**config.mk**
```make
export PLATFORM = sky130hd
export DESIGN_NAME = hb_fault_mon
export DESIGN_NICKNAME = d
export VERILOG_FILES = /design/src/rtl/hb_fault_pkg.sv /design/src/rtl/hb_qual.sv /design/src/rtl/hb_phase_mask.sv /design/src/rtl/hb_clr_timer.sv /design/src/rtl/hb_fault_mon.sv
export SDC_FILE = /design/constraint.sdc
export NUM_CORES = 1
export LEC_CHECK = 0
export BUFFER_PORTS_ARGS = -buffer_cell sky130_fd_sc_hd__buf_4
export CAP_MARGIN = 15
export CORE_MARGIN = 2
export CORE_UTILIZATION = 35
export CTS_CLUSTER_DIAMETER = 50
export DETAILED_ROUTE_END_ITERATION = 8
export PLACE_DENSITY_LB_ADDON = 0.2
export SETUP_SLACK_MARGIN = 0.02
export SLEW_MARGIN = 10
export SYNTH_ARGS = -nofsm -noshare
export SYNTH_HDL_FRONTEND = slang
export SYNTH_SLANG_ARGS = --single-unit
```
**constraint.sdc**
```tcl
create_clock -name clk -period 1.51 [get_ports clk]
set_clock_uncertainty 0.1 [all_clocks]
set_input_delay 0.453 -clock clk [delete_from_list [all_inputs] [get_ports clk]]
set_output_delay 0.453 -clock clk [all_outputs]
set_load 0.05 [all_outputs]
```
**src/rtl/hb_fault_pkg.sv**
```systemverilog
package hb_fault_pkg;

  // Indices of the qualified protection sources
  typedef enum int {
    SRC_UV = 0,
    SRC_LO = 1,
    SRC_HI = 2,
    SRC_PH = 3
  } src_e;

  localparam int NSRC = 4;

  // Counter width able to hold the value n
  function automatic int cnt_w(input int n);
    return (n < 2) ? 1 : $clog2(n + 1);
  endfunction

  // Persistence length per source
  function automatic int qual_len(input int idx, input int uvq,
                                  input int trq, input int phq);
    case (idx)
      SRC_UV:  return uvq;
      SRC_PH:  return phq;
      default: return trq;
    endcase
  endfunction

endpackage

```
**src/rtl/hb_qual.sv**
```systemverilog
module hb_qual #(
  parameter int LEN = 8
) (
  input  logic clk,
  input  logic rst_n,
  input  logic raw,
  output logic q
);
  import hb_fault_pkg::*;

  localparam int W = cnt_w(LEN);
  localparam logic [W-1:0] LEN_V = W'(LEN);

  logic [W-1:0] run_cnt;

  always_ff @(posedge clk or negedge rst_n) begin
    if (!rst_n)              run_cnt <= '0;
    else if (!raw)           run_cnt <= '0;
    else if (run_cnt != LEN_V) run_cnt <= run_cnt + 1'b1;
  end

  assign q = (run_cnt == LEN_V);

  AST_QUAL_NEEDS_RAW: assert property (@(posedge clk) disable iff (!rst_n)
    $rose(q) |-> $past(raw));

endmodule

```
**src/rtl/hb_phase_mask.sv**
```systemverilog
module hb_phase_mask #(
  parameter int BLANK_CYC = 40
) (
  input  logic clk,
  input  logic rst_n,
  input  logic enable,
  input  logic cmd_up,
  input  logic node_hi,
  output logic mism_raw,
  output logic cmd_rise
);
  import hb_fault_pkg::*;

  localparam int BW = cnt_w(BLANK_CYC);
  localparam logic [BW-1:0] BLANK_V = BW'(BLANK_CYC);

  logic          cmd_q;
  logic          en_q;
  logic [BW-1:0] bcnt;
  logic          edge_evt;
  logic          blank_on;

  assign edge_evt = (cmd_up != cmd_q) || (enable && !en_q);
  assign cmd_rise = cmd_up && !cmd_q;
  assign blank_on = edge_evt || (bcnt != '0);

  always_ff @(posedge clk or negedge rst_n) begin
    if (!rst_n) begin
      cmd_q <= 1'b0;
      en_q  <= 1'b0;
      bcnt  <= '0;
    end else begin
      cmd_q <= cmd_up;
      en_q  <= enable;
      if (edge_evt)         bcnt <= BLANK_V;
      else if (bcnt != '0)  bcnt <= bcnt - 1'b1;
    end
  end

  assign mism_raw = enable && !blank_on && (node_hi != cmd_up);

  AST_MASK_AFTER_CHANGE: assert property (@(posedge clk) disable iff (!rst_n)
    $changed(cmd_up) |=> !mism_raw);

  AST_MASK_WHEN_DISABLED: assert property (@(posedge clk) disable iff (!rst_n)
    !enable |-> !mism_raw);

endmodule

```
**src/rtl/hb_clr_timer.sv**
```systemverilog
module hb_clr_timer #(
  parameter int RESET_CYC = 500
) (
  input  logic clk,
  input  logic rst_n,
  input  logic enable,
  output logic clr
);
  import hb_fault_pkg::*;

  localparam int RW = cnt_w(RESET_CYC);
  localparam logic [RW-1:0] RMAX = RW'(RESET_CYC);

  logic [RW-1:0] low_cnt;

  always_ff @(posedge clk or negedge rst_n) begin
    if (!rst_n)               low_cnt <= '0;
    else if (enable)          low_cnt <= '0;
    else if (low_cnt != RMAX) low_cnt <= low_cnt + 1'b1;
  end

  assign clr = (low_cnt == RMAX);

  AST_EN_RESTARTS_COUNT: assert property (@(posedge clk) disable iff (!rst_n)
    enable |=> !clr);

endmodule

```
**src/rtl/hb_fault_mon.sv**
```systemverilog
module hb_fault_mon #(
  parameter int UV_QUAL    = 16,
  parameter int TRIP_QUAL  = 375,
  parameter int PHASE_QUAL = 88,
  parameter int BLANK_CYC  = 40,
  parameter int RESET_CYC  = 500
) (
  input  logic clk,
  input  logic rst_n,
  input  logic enable,
  input  logic uv_flag,
  input  logic trip_lo,
  input  logic trip_hi,
  input  logic boost_sel,
  input  logic cmd_up,
  input  logic node_hi,
  output logic fault_n,
  output logic kill_lo,
  output logic kill_hi,
  output logic thr_boost
);
  import hb_fault_pkg::*;

  logic [NSRC-1:0] src_raw;
  logic [NSRC-1:0] src_q;
  logic            mism_raw;
  logic            cmd_rise;
  logic            clr;
  logic            set_lat;
  logic            fault_lat;
  logic            hi_kill;
  logic            boost_q;

  hb_phase_mask #(.BLANK_CYC(BLANK_CYC)) u_mask (
    .clk      (clk),
    .rst_n    (rst_n),
    .enable   (enable),
    .cmd_up   (cmd_up),
    .node_hi  (node_hi),
    .mism_raw (mism_raw),
    .cmd_rise (cmd_rise)
  );

  assign src_raw[SRC_UV] = uv_flag;
  assign src_raw[SRC_LO] = trip_lo;
  assign src_raw[SRC_HI] = trip_hi;
  assign src_raw[SRC_PH] = mism_raw;

  for (genvar g = 0; g < NSRC; g++) begin : g_qual
    hb_qual #(.LEN(qual_len(g, UV_QUAL, TRIP_QUAL, PHASE_QUAL))) u_q (
      .clk   (clk),
      .rst_n (rst_n),
      .raw   (src_raw[g]),
      .q     (src_q[g])
    );
  end

  hb_clr_timer #(.RESET_CYC(RESET_CYC)) u_clr (
    .clk    (clk),
    .rst_n  (rst_n),
    .enable (enable),
    .clr    (clr)
  );

  // Latching sources; setting wins over clearing
  assign set_lat = src_q[SRC_UV] | src_q[SRC_LO] | src_q[SRC_PH];

  always_ff @(posedge clk or negedge rst_n) begin
    if (!rst_n) begin
      fault_lat <= 1'b0;
      hi_kill   <= 1'b0;
      boost_q   <= 1'b0;
    end else begin
      fault_lat <= set_lat | (fault_lat & ~clr);
      if (src_q[SRC_HI])  hi_kill <= 1'b1;
      else if (cmd_rise)  hi_kill <= 1'b0;
      boost_q <= boost_sel;
    end
  end

  assign fault_n   = ~fault_lat;
  assign kill_lo   = fault_lat;
  assign kill_hi   = fault_lat | hi_kill;
  assign thr_boost = boost_q;

  AST_FAULT_HAS_CAUSE: assert property (@(posedge clk) disable iff (!rst_n)
    $fell(fault_n) |-> $past(src_q[SRC_UV] | src_q[SRC_LO] | src_q[SRC_PH]));

  AST_CLEAR_NEEDS_TIMER: assert property (@(posedge clk) disable iff (!rst_n)
    $rose(fault_n) |-> $past(clr) && !$past(enable));

  AST_UV_KEEPS_FAULT: assert property (@(posedge clk) disable iff (!rst_n)
    src_q[SRC_UV] |=> !fault_n);

  AST_HI_TRIP_KILLS: assert property (@(posedge clk) disable iff (!rst_n)
    src_q[SRC_HI] |=> kill_hi);

endmodule

```
==> results of run 1 <==
[placed cells by master (no fill, tap or decap), drive strengths merged, types with 5 or more instances in the layout]
cell type and count:
nor2 8, a211oi 5, xor2 6, and2 5, nand2 16, or3 13
inv 15, nand4 6, nand3 20, o21ai 22, buf 50, clkbuf 6
xnor2 5, dfrtp 50, ha 10, nor3 10, a21oi 22
[cell type report]
cell class / instances / share of cell area
multi-input combinational: 191 / 0.418
clock inverter: 2 / 0.00366
clock buffer: 6 / 0.0242
tap: 99 / 0.0363
inverter: 16 / 0.0194
timing repair buffer: 51 / 0.131
sequential: 50 / 0.367
[critical path, cell delays in order (launching register included)]
cell	delay, ns
dfrtp_2	0.44
clkinvlp_4	0.09
buf_4	0.19
[sequential cells by signal, indices dropped and copies added (netlist names)]
signal,cells
hi_kill,1
kill_lo,1
g_qual.u_q.run_cnt,30
u_mask.en_q,1
thr_boost,1
u_clr.low_cnt,9
u_mask.bcnt,6
u_mask.cmd_q,1
[timing repair]
| item | in CTS | in global routing |
|---|---|---|
| pin swaps | 0 | 12 |
| hold endpoints to repair | 14 | 0 |
| buffers inserted | 3 | 7 |
| cloned | 0 | 0 |
| setup endpoints to repair | 13 | 29 |
| hold buffers | 1 | 0 |
| gates resized for setup | 14 | 37 |
[per-layer routing]
metal,track usage,vias to the layer above,wire [µm]
li1,-,1074,-
met5,0,-,0
met2,0.224,14,2500
met3,0.0305,2,128
met4,0.0326,0,20
met1,0.199,1036,2670
[through the flow]
step | hold slack, ns | setup WS (ns)
after global placement | 0.239 | -0.103
after global routing | 0.142 | -0.114
after floorplan | 0.0574 | -0.172
after detailed placement | 0.240 | -0.115
final | 0.162 | -0.0664
after CTS | 0.148 | -0.0952
[cell families after synthesis]
logic type / after synthesis
adder cells (fa/ha/maj): 10
XOR/XNOR: 11
AND/OR/NAND/NOR: 102
multiplexers: 1
buffers and inverters: 17
flip-flops: 50
AO/OA/AOI/OAI: 67
[power by group]
| group | internal (µW) | switching [µW] | leakage, µW | total, µW |
|---|---|---|---|---|
| sequential | 1390 | 50.7 | 0.000666 | 1440 |
| clock | 369 | 438 | 0.0000472 | 807 |
| combinational | 253 | 224 | 0.000655 | 476 |
[worst min-delay path by stage]
stage | to | slack (ns) | cells after the start
6_report | thr_boost$_DFF_PN0_ | 0.16 | 1
5_1_grt | thr_boost$_DFF_PN0_ | 0.14 | 1
4_1_cts | thr_boost$_DFF_PN0_ | 0.15 | 1
3_5_place_dp | g_qual[2].u_q.run_cnt[5]$_DFFE_PN0P_ | 0.24 | 1
3_3_place_gp | g_qual[2].u_q.run_cnt[5]$_DFFE_PN0P_ | 0.24 | 1
2_1_floorplan | g_qual[0].u_q.run_cnt[0]$_DFFE_PN0P_ | 0.06 | 0
==> qor.txt, run 1 <==
Final min period = 1.58 ns
final worst path period share = 1.04
gpl congestion = 0.749
status = complete, but fails checks
Multi-input gate area = 1430 µm²
Remaining Overflow, GRT = 0
Power Dens Cells = 798 nW/µm²
vias in the first global route = 1952
Post-synth top cells = dfrtp_1 (50), a21oi_1 (22), o21ai_0 (22)
endpoints failing setup = 5
Post-Synth Simple-Gate Area = 0.235
cts bufs inserted = 5
syn nets = 277
highest clock rate = 0.634 GHz
share of layout cells above drive strength 1 = 0.301
DR pass1 iterations = 4
antenna violations before repair = 0
Hold Crit Class = primary input to register
Nets = 334
leakage power total = 0.00137 µW
Vias/cell = 5.12
Seq/Total Area, Yosys = 0.490
r2r startpoint = u_mask.bcnt[0]$_DFFE_PN0P_
number of max-cap violations = 0
Final Cell Area = 3410 µm²
Arr. time, crit path = 1.02 ns
GRT Util Overall = 0.141
clk slew on worst S/H paths = 0.09 ns
Power Total = 2720 µW
Yosys top cell by area = dfrtp_1
critical path endpoint category = output pin
Max clock buf depth = 2
Worst Path Required = 0.96 ns
area of placed instances = 3020 µm²
Post-Synth Adder-Cell Area = 0.0490
clk_lat worst skew = 0.29 ns
failing checks = setup timing
area share of the largest cell type after synthesis = 0.490
Rows = 31
setup tns final = -0.247 ns
DP HPWL = 3860 µm
die width = 89.4 µm
Sequential Area = 1250 µm²
largest net degree at the start of global routing = 21
Mapped Cells = 258
compound-gate portion of the synthesized area = 0.160
total wire length = 5320 µm
die area = 8000 µm²
post-synthesis register bit count = 50
Crit Path Class = register to output pin
H-tree depth = 2
post-placement cell count = 396
Worst Path Max Fanout = 2
FFs w/ async S/R, synth = 1.00
Post-synth EDFFs = 0
drc violations = 0
Syn Std Cell Area = 2550 µm²
most common cell in the netlist = dfrtp_1
Final Slew Violations = 0
drt wl/cell = 12.8 µm
synth unique cells = 45
ranking of synthesized cells by area = dfrtp_1 (49%), ha_1 (4.9%), a21oi_1 (4.3%), o21ai_0 (4.3%), nand3_1 (3.9%)
Synth Warn # = 0
utilization after layout = 0.476
fill count = 678
largest family of logic cells by synthesized area = simple AND/OR/NAND/NOR gates
Reg2Reg Depth = 4
post-synthesis mux area share = 0.00392
starting density of the core = 0.356
die height = 89.4 µm
Area growth syn-to-layout = 33.6%
1st-iter DRT viols = 78
Top Ports = 13
syn_area_per_cell = 9.90 µm²
Setup crit start = kill_lo$_DFF_PN0_
Worst-Margin Slew = 0.535 ns
total number of vias = 2126
Reg2Reg Capture Point = u_mask.bcnt[5]$_DFFE_PN0P_
startpoint types = register
Max VDD drop = 0.000391 V
end of the critical path = fault_n
final std cells w/o fill = 415
diode count = 0
core area = 7180 µm²
Main synth FF type = dfrtp_1
port buffer count = 12
final worst setup slack = -0.0664 ns
first-pass GRT wire length = 8960 µm
flop-to-flop setup slack = -0.06 ns
CTS tree = built
DRT antenna net count = 0
worst rel slew slack = 0.641
hold path start = boost_sel
XOR/XNOR share of the synthesized area = 0.0377
RSZ-0062 raised after global routing = yes
Hold Fails Final Rpt = 0
Sink Count = 50
Root Buffer = clkbuf_8
Note: power is estimated with default switching activity, not from simulation.
==> inputs of run 2 (changes only) <==
--- a/config.mk
+++ b/config.mk
@@ -5,6 +5,7 @@
 export SDC_FILE = /design/constraint.sdc
 export NUM_CORES = 1
 export LEC_CHECK = 0
+export ABC_AREA = 1
 export BUFFER_PORTS_ARGS = -buffer_cell sky130_fd_sc_hd__buf_4
 export CAP_MARGIN = 15
 export CORE_MARGIN = 2
==> run 2 against run 1 <==
The flow still finishes with violations (setup timing); area after synthesis up 4.5%; combinational power down 24%; die area up 4.3%; largest power group unchanged.
==> qor.txt, run 2 <==
status = complete, but fails checks
failing checks = setup timing
vias in the first global route = 2076 (+6.4%)
gpl congestion = 0.779 (+4.1%)
Vias/cell = 4.62 (-9.9%)
DP HPWL = 3790 µm (-1.9%)
startpoint types = register
Area growth syn-to-layout = 18.1%
Post-synth EDFFs = 0 (unchanged)
Max VDD drop = 0.000548 V (+40%)
fill count = 730 (+7.7%)
share of layout cells above drive strength 1 = 0.157 (-0.143)
diode count = 0 (unchanged)
Yosys top cell by area = dfrtp_1
syn nets = 356 (+29%)
Post-Synth Simple-Gate Area = 0.317 (+0.0822)
most frequent cells in the layout = nand2_1 (68), inv_1 (50), dfrtp_1 (49), nor2_1 (44), nand3_1 (31)
CTS tree = built
core area = 7330 µm² (+2.2%)
endpoints failing setup = 2 (-3)
first-pass GRT wire length = 9200 µm (+2.7%)
Multi-input gate area = 1260 µm² (-11%)
CP max stage delay = 0.41 ns (-0.03 ns)
worst rel slew slack = 0.778 (+0.137)
area share of the largest cell type after synthesis = 0.469 (-0.0211)
Worst Path Required = 0.96 ns (about the same)
post-placement cell count = 451 (+14%)
Final Slew Violations = 0 (unchanged)
total number of vias = 2129 (+0.14%)
Syn Std Cell Area = 2670 µm² (+4.5%)
Crit-path slowest cell = dfrtp_2
kind of cell adding the most delay to the critical path = flip-flops
Net Switching = 759 µW (+6.5%)
leakage power total = 0.00155 µW (+13%)
die area = 8340 µm² (+4.3%)
Post-Synth Adder-Cell Area = 0.0469 (-0.00211)
antenna violations before repair = 0 (unchanged)
final worst setup slack = -0.104 ns (-0.0376 ns)
Nets = 380 (+14%)
drt wl/cell = 11.0 µm (-14%)
max reg flops = 30 (unchanged)
Mapped Cells = 337 (+31%)
Worst Path Max Fanout = 3 (+1)
Worst-Margin Slew = 0.331 ns (-0.204 ns)
highest clock rate = 0.620 GHz (-2.3%)
largest net degree at the start of global routing = 24 (+14%)
port buffer count = 12 (unchanged)
RSZ-0062 raised after global routing = yes
GRT Util Overall = 0.135 (-0.00616)
commonest non-fill, non-tap cell in the layout = nand2_1
Int Pwr = 2240 µW (+11%)
Main synth FF type = dfrtp_1
Seq/Total Area, Yosys = 0.469 (-0.0211)
worst hold margin = 0.145 ns (-0.0171 ns)
most common cell in the netlist = nand2_1
sw frac = 0.253 (-0.00860)
H-tree depth = 2 (unchanged)
largest family of logic cells by synthesized area = simple AND/OR/NAND/NOR gates
drc violations = 0 (unchanged)
sequential power share = 0.486 (-0.043)
DRT antenna net count = 0 (unchanged)
Sink Count = 50 (unchanged)
ordered list of cells on the worst path = clkinvlp_4 > nand2_4 > buf_8
Sequential Area = 1250 µm² (about the same)
post-synthesis mux area share = 0 (-0.00392)
Max clock buf depth = 2 (unchanged)
critical path endpoint category = output pin
Setup Slack @ Placement = -0.0156 ns (+0.0993 ns)
largest reg by FF count = g_qual.u_q.run_cnt
compound-gate portion of the synthesized area = 0.0717 (-0.0880)
synth unique cells = 26 (-42%)
Rows = 31 (unchanged)
die width = 91.3 µm (+2.1%)
largest registers = g_qual.u_q.run_cnt: 30 flops, u_clr.low_cnt: 9 flops, u_mask.bcnt: 6 flops
Top Ports = 13 (unchanged)
Final min period = 1.61 ns (+0.0376 ns)
final worst path period share = 1.07 (+0.0249)
XOR/XNOR share of the synthesized area = 0.0164 (-0.0213)
clk_lat worst skew = 0.31 ns (+0.02 ns)
ranking of synthesized cells by area = dfrtp_1 (47%), nand2_1 (9.7%), inv_1 (7.5%), nor2_1 (6.2%), nand3_1 (6.0%)
Comb power frac = 0.121 (-0.054)
starting density of the core = 0.364 (+0.00817)
Hold Crit Class = primary input to register
Arr. time, crit path = 1.06 ns (+0.04 ns)
clock share of power = 0.393 (+0.097)
Hold Fails Final Rpt = 0 (unchanged)
Post-synth top cells = nand2_1 (69), inv_1 (53), dfrtp_1 (50)
Power Total = 3000 µW (+10%)
Crit Path Class = register to output pin
1st-iter DRT viols = 64 (-18%)
number of buffers and inverters on the critical path = 2 (unchanged)
number of max-cap violations = 0 (unchanged)
die height = 91.3 µm (+2.1%)
cts bufs inserted = 5 (unchanged)
DR pass1 iterations = 4 (unchanged)
syn_area_per_cell = 7.92 µm² (-20%)
Remaining Overflow, GRT = 0 (unchanged)
Synth Warn # = 0 (unchanged)
clk slew on worst S/H paths = 0.10 ns (about the same)
total wire length = 5090 µm (-4.3%)
Root Buffer = clkbuf_8
final std cells w/o fill = 461 (+11%)
Power Dens Cells = 952 nW/µm² (+19%)
FFs w/ async S/R, synth = 1.00 (unchanged)
post-synthesis register bit count = 50 (unchanged)
run 2: changes by cell type in the layout (fill, tap and decap cells not counted), moves of 6 or more:
cell,before,now
or3_1,11,0
nand2_1,12,68
a21oi_1,20,13
buf_4,40,16
nor2_2,0,6
nand3_1,18,31
inv_1,11,50
buf_6,6,0
nor2_1,8,44
run 2: final cells by class:
type	count	share of cell area
Multi-Input combinational cell	231	0.401
Sequential cell	50	0.397
Inverter	54	0.0655
Timing Repair Buffer	19	0.0524
Tap cell	99	0.0393
Clock buffer	6	0.0262
Clock inverter	2	0.0190
run 2: worst paths after layout:
kind	to	slack (ns)	cells after the start	start
worst max-delay path	kill_hi	-0.10	3	kill_lo$_DFF_PN0_
worst min-delay path	thr_boost$_DFF_PN0_	0.14	1	boost_sel
worst max register to register	u_clr.low_cnt[0]$_DFFE_PN0P_	0.15	7	u_clr.low_cnt[0]$_DFFE_PN0P_
worst min register to register	u_mask.bcnt[1]$_DFFE_PN0P_	0.41	2	u_mask.bcnt[1]$_DFFE_PN0P_
max in group asynchronous	g_qual[3].u_q.run_cnt[3]$_DFFE_PN0P_	0.37	3	rst_n
min in group asynchronous	g_qual[2].u_q.run_cnt[4]$_DFFE_PN0P_	0.48	2	rst_n
run 2: through the flow:
stage,utilization,setup TNS [ns],area [µm²]
CTS,0.422,-0.224,3100
global placement,0.401,0,2940
finish,0.430,-0.206,3150
detailed placement,0.401,-0.0241,2940
global route,0.430,-0.287,3150
floorplan,-,-0.173,2680
run 2: logic make-up (layout without fill, tap and decap cells):
family,Yosys count,in the layout
xor+xnor,5,5
fa+ha+maj,10,10
simple gates,180,180
buf+inv,56,81
compound gates,36,36
flops,50,50
run 2: timing repair:
| item | 4_1_cts | 5_1_grt |
|---|---|---|
| endpoints found under the setup margin | 3 | 16 |
| buffers inserted | 0 | 1 |
| gates resized for setup | 2 | 11 |
| endpoints found under the hold margin | 21 | 0 |
| cloned | 0 | 0 |
| pin swaps | 0 | 2 |
| hold buffers | 1 | 0 |
run 2: power groups by stage:
stage | clock (µW) | sequential [µW] | combinational (µW)
6_report | 1180 | 1460 | 363
5_1_grt | 1270 | 1470 | 416
4_1_cts | 1220 | 1450 | 350
3_5_place_dp | 0 | 1480 | 340
3_3_place_gp | 0 | 1480 | 335
2_1_floorplan | 0 | 1490 | 204
run 2: worst register-to-register path: stages, from the launching register on:
cell	delay, ns
dfrtp_1	0.40
inv_1	0.11
ha_2	0.19
nand2_1	0.06
nor2_2	0.11
nand2_2	0.10
o21ai_1	0.13
nor2_1	0.06
run 2: routing by layer:
| layer | up-vias | wire length (µm) | track usage |
|---|---|---|---|
| met1 | 979 | 2500 | 0.172 |
| met3 | 6 | 118 | 0.0257 |
| met5 | - | 0 | 0 |
| met4 | 0 | 87 | 0.0505 |
| li1 | 1124 | - | - |
| met2 | 20 | 2380 | 0.228 |
==> inputs of run 3 (changes only) <==
--- a/config.mk
+++ b/config.mk
@@ -8,8 +8,8 @@
 export ABC_AREA = 1
 export BUFFER_PORTS_ARGS = -buffer_cell sky130_fd_sc_hd__buf_4
 export CAP_MARGIN = 15
-export CORE_MARGIN = 2
 export CORE_UTILIZATION = 35
+export CTS_BUF_LIST = sky130_fd_sc_hd__clkbuf_4 sky130_fd_sc_hd__clkbuf_8
 export CTS_CLUSTER_DIAMETER = 50
 export DETAILED_ROUTE_END_ITERATION = 8
 export PLACE_DENSITY_LB_ADDON = 0.2
==> run 3 against run 2 <==
Largest power group unchanged; maximum frequency rose by 1.9%; power fell by 8.5%; register-to-register slack got worse by 0.03 ns; the run still ends with setup timing left; hold slack improved by 0.0085 ns; sequential cell count did not move; setup slack gained 0.029 ns; critical path depth is 1 lower; non-clock buffer count is 4 higher; largest cell class is now sequential cells; clock-buffer cell count down 1.
==> qor.txt, run 3 (synthesized netlist as in run 2, its figures left out) <==
status = complete, but fails checks
failing checks = setup timing
number of max-cap violations = 0 (unchanged)
worst rel slew slack = 0.808 (+0.0296)
Int Pwr = 2020 µW (-9.9%)
critical path endpoint category = output pin
Comb power frac = 0.129 (+0.008)
drt wl/cell = 10.6 µm (-4.3%)
share of layout cells above drive strength 1 = 0.158 (+0.00101)
highest clock rate = 0.631 GHz (+1.9%)
largest net degree at the start of global routing = 31 (+29%)
starting density of the core = 0.364 (unchanged)
setup tns final = -0.146 ns (+0.0595 ns)
startpoint types = register
most frequent cells in the layout = nand2_1 (68), inv_1 (50), dfrtp_1 (49), nor2_1 (44), nand3_1 (32)
Hold Crit Class = primary input to register
Crit-path slowest cell = dfrtp_2
max reg flops = 30 (unchanged)
Multi-input gate area = 1230 µm² (-2.9%)
largest registers = g_qual.u_q.run_cnt: 30 flops, u_clr.low_cnt: 9 flops, u_mask.bcnt: 6 flops
flop-to-flop setup slack = 0.12 ns (-0.03 ns)
DP HPWL = 3660 µm (-3.4%)
Power Total = 2750 µW (-8.5%)
r2r startpoint = u_mask.bcnt[0]$_DFFE_PN0P_
post-placement cell count = 453 (+0.44%)
Area growth syn-to-layout = 16.6%
Net Switching = 726 µW (-4.3%)
endpoints failing setup = 2 (unchanged)
Worst-Margin Slew = 0.287 ns (-0.0442 ns)
Max VDD drop = 0.000549 V (+0.22%)
Remaining Overflow, GRT = 0 (unchanged)
core area = 7330 µm² (unchanged)
RSZ-0062 raised after global routing = yes
ordered list of cells on the worst path = clkinvlp_4 > buf_4
Sink Count = 50 (unchanged)
Reg2Reg Capture Point = g_qual[3].u_q.run_cnt[4]$_DFFE_PN0P_
die height = 89.3 µm (-2.2%)
antenna violations before repair = 0 (unchanged)
worst hold path cell count = 1 (unchanged)
diode count = 0 (unchanged)
GRT Util Overall = 0.139 (+0.00402)
Max clock buf depth = 2 (unchanged)
die area = 7980 µm² (-4.3%)
clk slew on worst S/H paths = 0.09 ns (about the same)
Final min period = 1.58 ns (-0.0295 ns)
gpl congestion = 0.762 (-2.2%)
final worst setup slack = -0.0744 ns (+0.0295 ns)
Nets = 384 (+1.1%)
Vias/cell = 4.60 (-0.30%)
H-tree depth = 2 (unchanged)
Top Ports = 13 (unchanged)
Final Slew Violations = 0 (unchanged)
hold path endpoint = thr_boost$_DFF_PN0_
Crit Path Class = register to output pin
Root Buffer = clkbuf_8
die width = 89.3 µm (-2.2%)
number of buffers and inverters on the critical path = 2 (unchanged)
DR pass1 iterations = 4 (unchanged)
Rows = 31 (unchanged)
leakage power total = 0.00154 µW (-0.56%)
clk_lat worst skew = 0.30 ns (about the same)
first-pass GRT wire length = 8610 µm (-6.4%)
Power Dens Cells = 882 nW/µm² (-7.3%)
commonest non-fill, non-tap cell in the layout = nand2_1
Worst Path Required = 0.96 ns (about the same)
DRT antenna net count = 0 (unchanged)
CTS tree = built
total number of vias = 2141 (+0.56%)
hold path start = boost_sel
fill count = 730 (unchanged)
final worst path period share = 1.05 (-0.0195)
CP max stage delay = 0.44 ns (+0.03 ns)
1st-iter DRT viols = 131 (+100%)
Reg2Reg Depth = 6 (-1)
Worst Path Max Fanout = 3 (unchanged)
total wire length = 4910 µm (-3.5%)
sw frac = 0.264 (+0.0116)
Sequential Area = 1250 µm² (unchanged)
kind of cell adding the most delay to the critical path = flip-flops
cts bufs inserted = 5 (unchanged)
sequential power share = 0.530 (+0.044)
Hold Fails Final Rpt = 0 (unchanged)
vias in the first global route = 1972 (-5.0%)
port buffer count = 12 (unchanged)
largest reg by FF count = g_qual.u_q.run_cnt
Arr. time, crit path = 1.03 ns (-0.03 ns)
drc violations = 0 (unchanged)
clock share of power = 0.341 (-0.052)
final std cells w/o fill = 465 (+0.87%)
==> run 3: timing repair <==
action	CTS	global route
cloned	0	0
hold endpoints to repair	6	0
pin swaps	0	0
hold buffers	1	0
buffers inserted	0	3
endpoints found under the setup margin	3	8
resized for setup	2	6
==> run 3: worst reg2reg max path: cells and delay by family, from the launching register on <==
family / cells / cell delay (ns)
fa+ha+maj: 1 / 0.26
buf+inv: 1 / 0.08
flops: 1 / 0.40
simple gates: 4 / 0.49
==> run 3: worst max-delay path by stage <==
stage                                  from                              endpoint  slack [ns]  cells past startpoint
after floorplan           kill_lo$_DFF_PN0_                               kill_hi       -0.17                      2
after global placement               cmd_up  g_qual[3].u_q.run_cnt[1]$_DFFE_PN0P_        0.03                      6
after detailed placement             cmd_up  g_qual[3].u_q.run_cnt[4]$_DFFE_PN0P_       -0.01                      6
after CTS                 kill_lo$_DFF_PN0_                               kill_hi       -0.11                      3
after global routing      kill_lo$_DFF_PN0_                               kill_hi       -0.16                      3
final                     kill_lo$_DFF_PN0_                               fault_n       -0.07                      2
==> run 3: power groups by stage <==
stage          Sequential, µW  Clock [µW]  Combinational, µW
3_3_place_gp             1480           0                337
3_5_place_dp             1480           0                340
5_1_grt                  1470        1030                408
4_1_cts                  1460         979                349
6_report                 1460         937                355
2_1_floorplan            1490           0                204
==> run 3: cell type report <==
class	instances	area share
Clock inverter	3	0.0129
Timing Repair Buffer	23	0.0627
Sequential cell	50	0.402
Tap cell	99	0.0398
Multi-Input combinational cell	231	0.394
Clock buffer	5	0.0221
Inverter	54	0.0663
==> run 3: metal layers <==
metal	vias to the layer above	GRT usage	share of wire
met5	-	0	0
met4	0	0.0519	0.012
met3	6	0.0268	0.022
met2	25	0.226	0.47
met1	980	0.184	0.50
li1	1130	-	-
==> run 3: metrics by stage <==
| stage | util | hold slack [ns] | setup WS (ns) | area, µm² |
|---|---|---|---|---|
| floorplan | - | 0.0574 | -0.173 | 2680 |
| global placement | 0.403 | 0.186 | 0.0254 | 2950 |
| detailed placement | 0.403 | 0.184 | -0.0122 | 2950 |
| CTS | 0.420 | 0.142 | -0.106 | 3080 |
| global route | 0.425 | 0.136 | -0.159 | 3110 |
| finish | 0.425 | 0.153 | -0.0744 | 3110 |
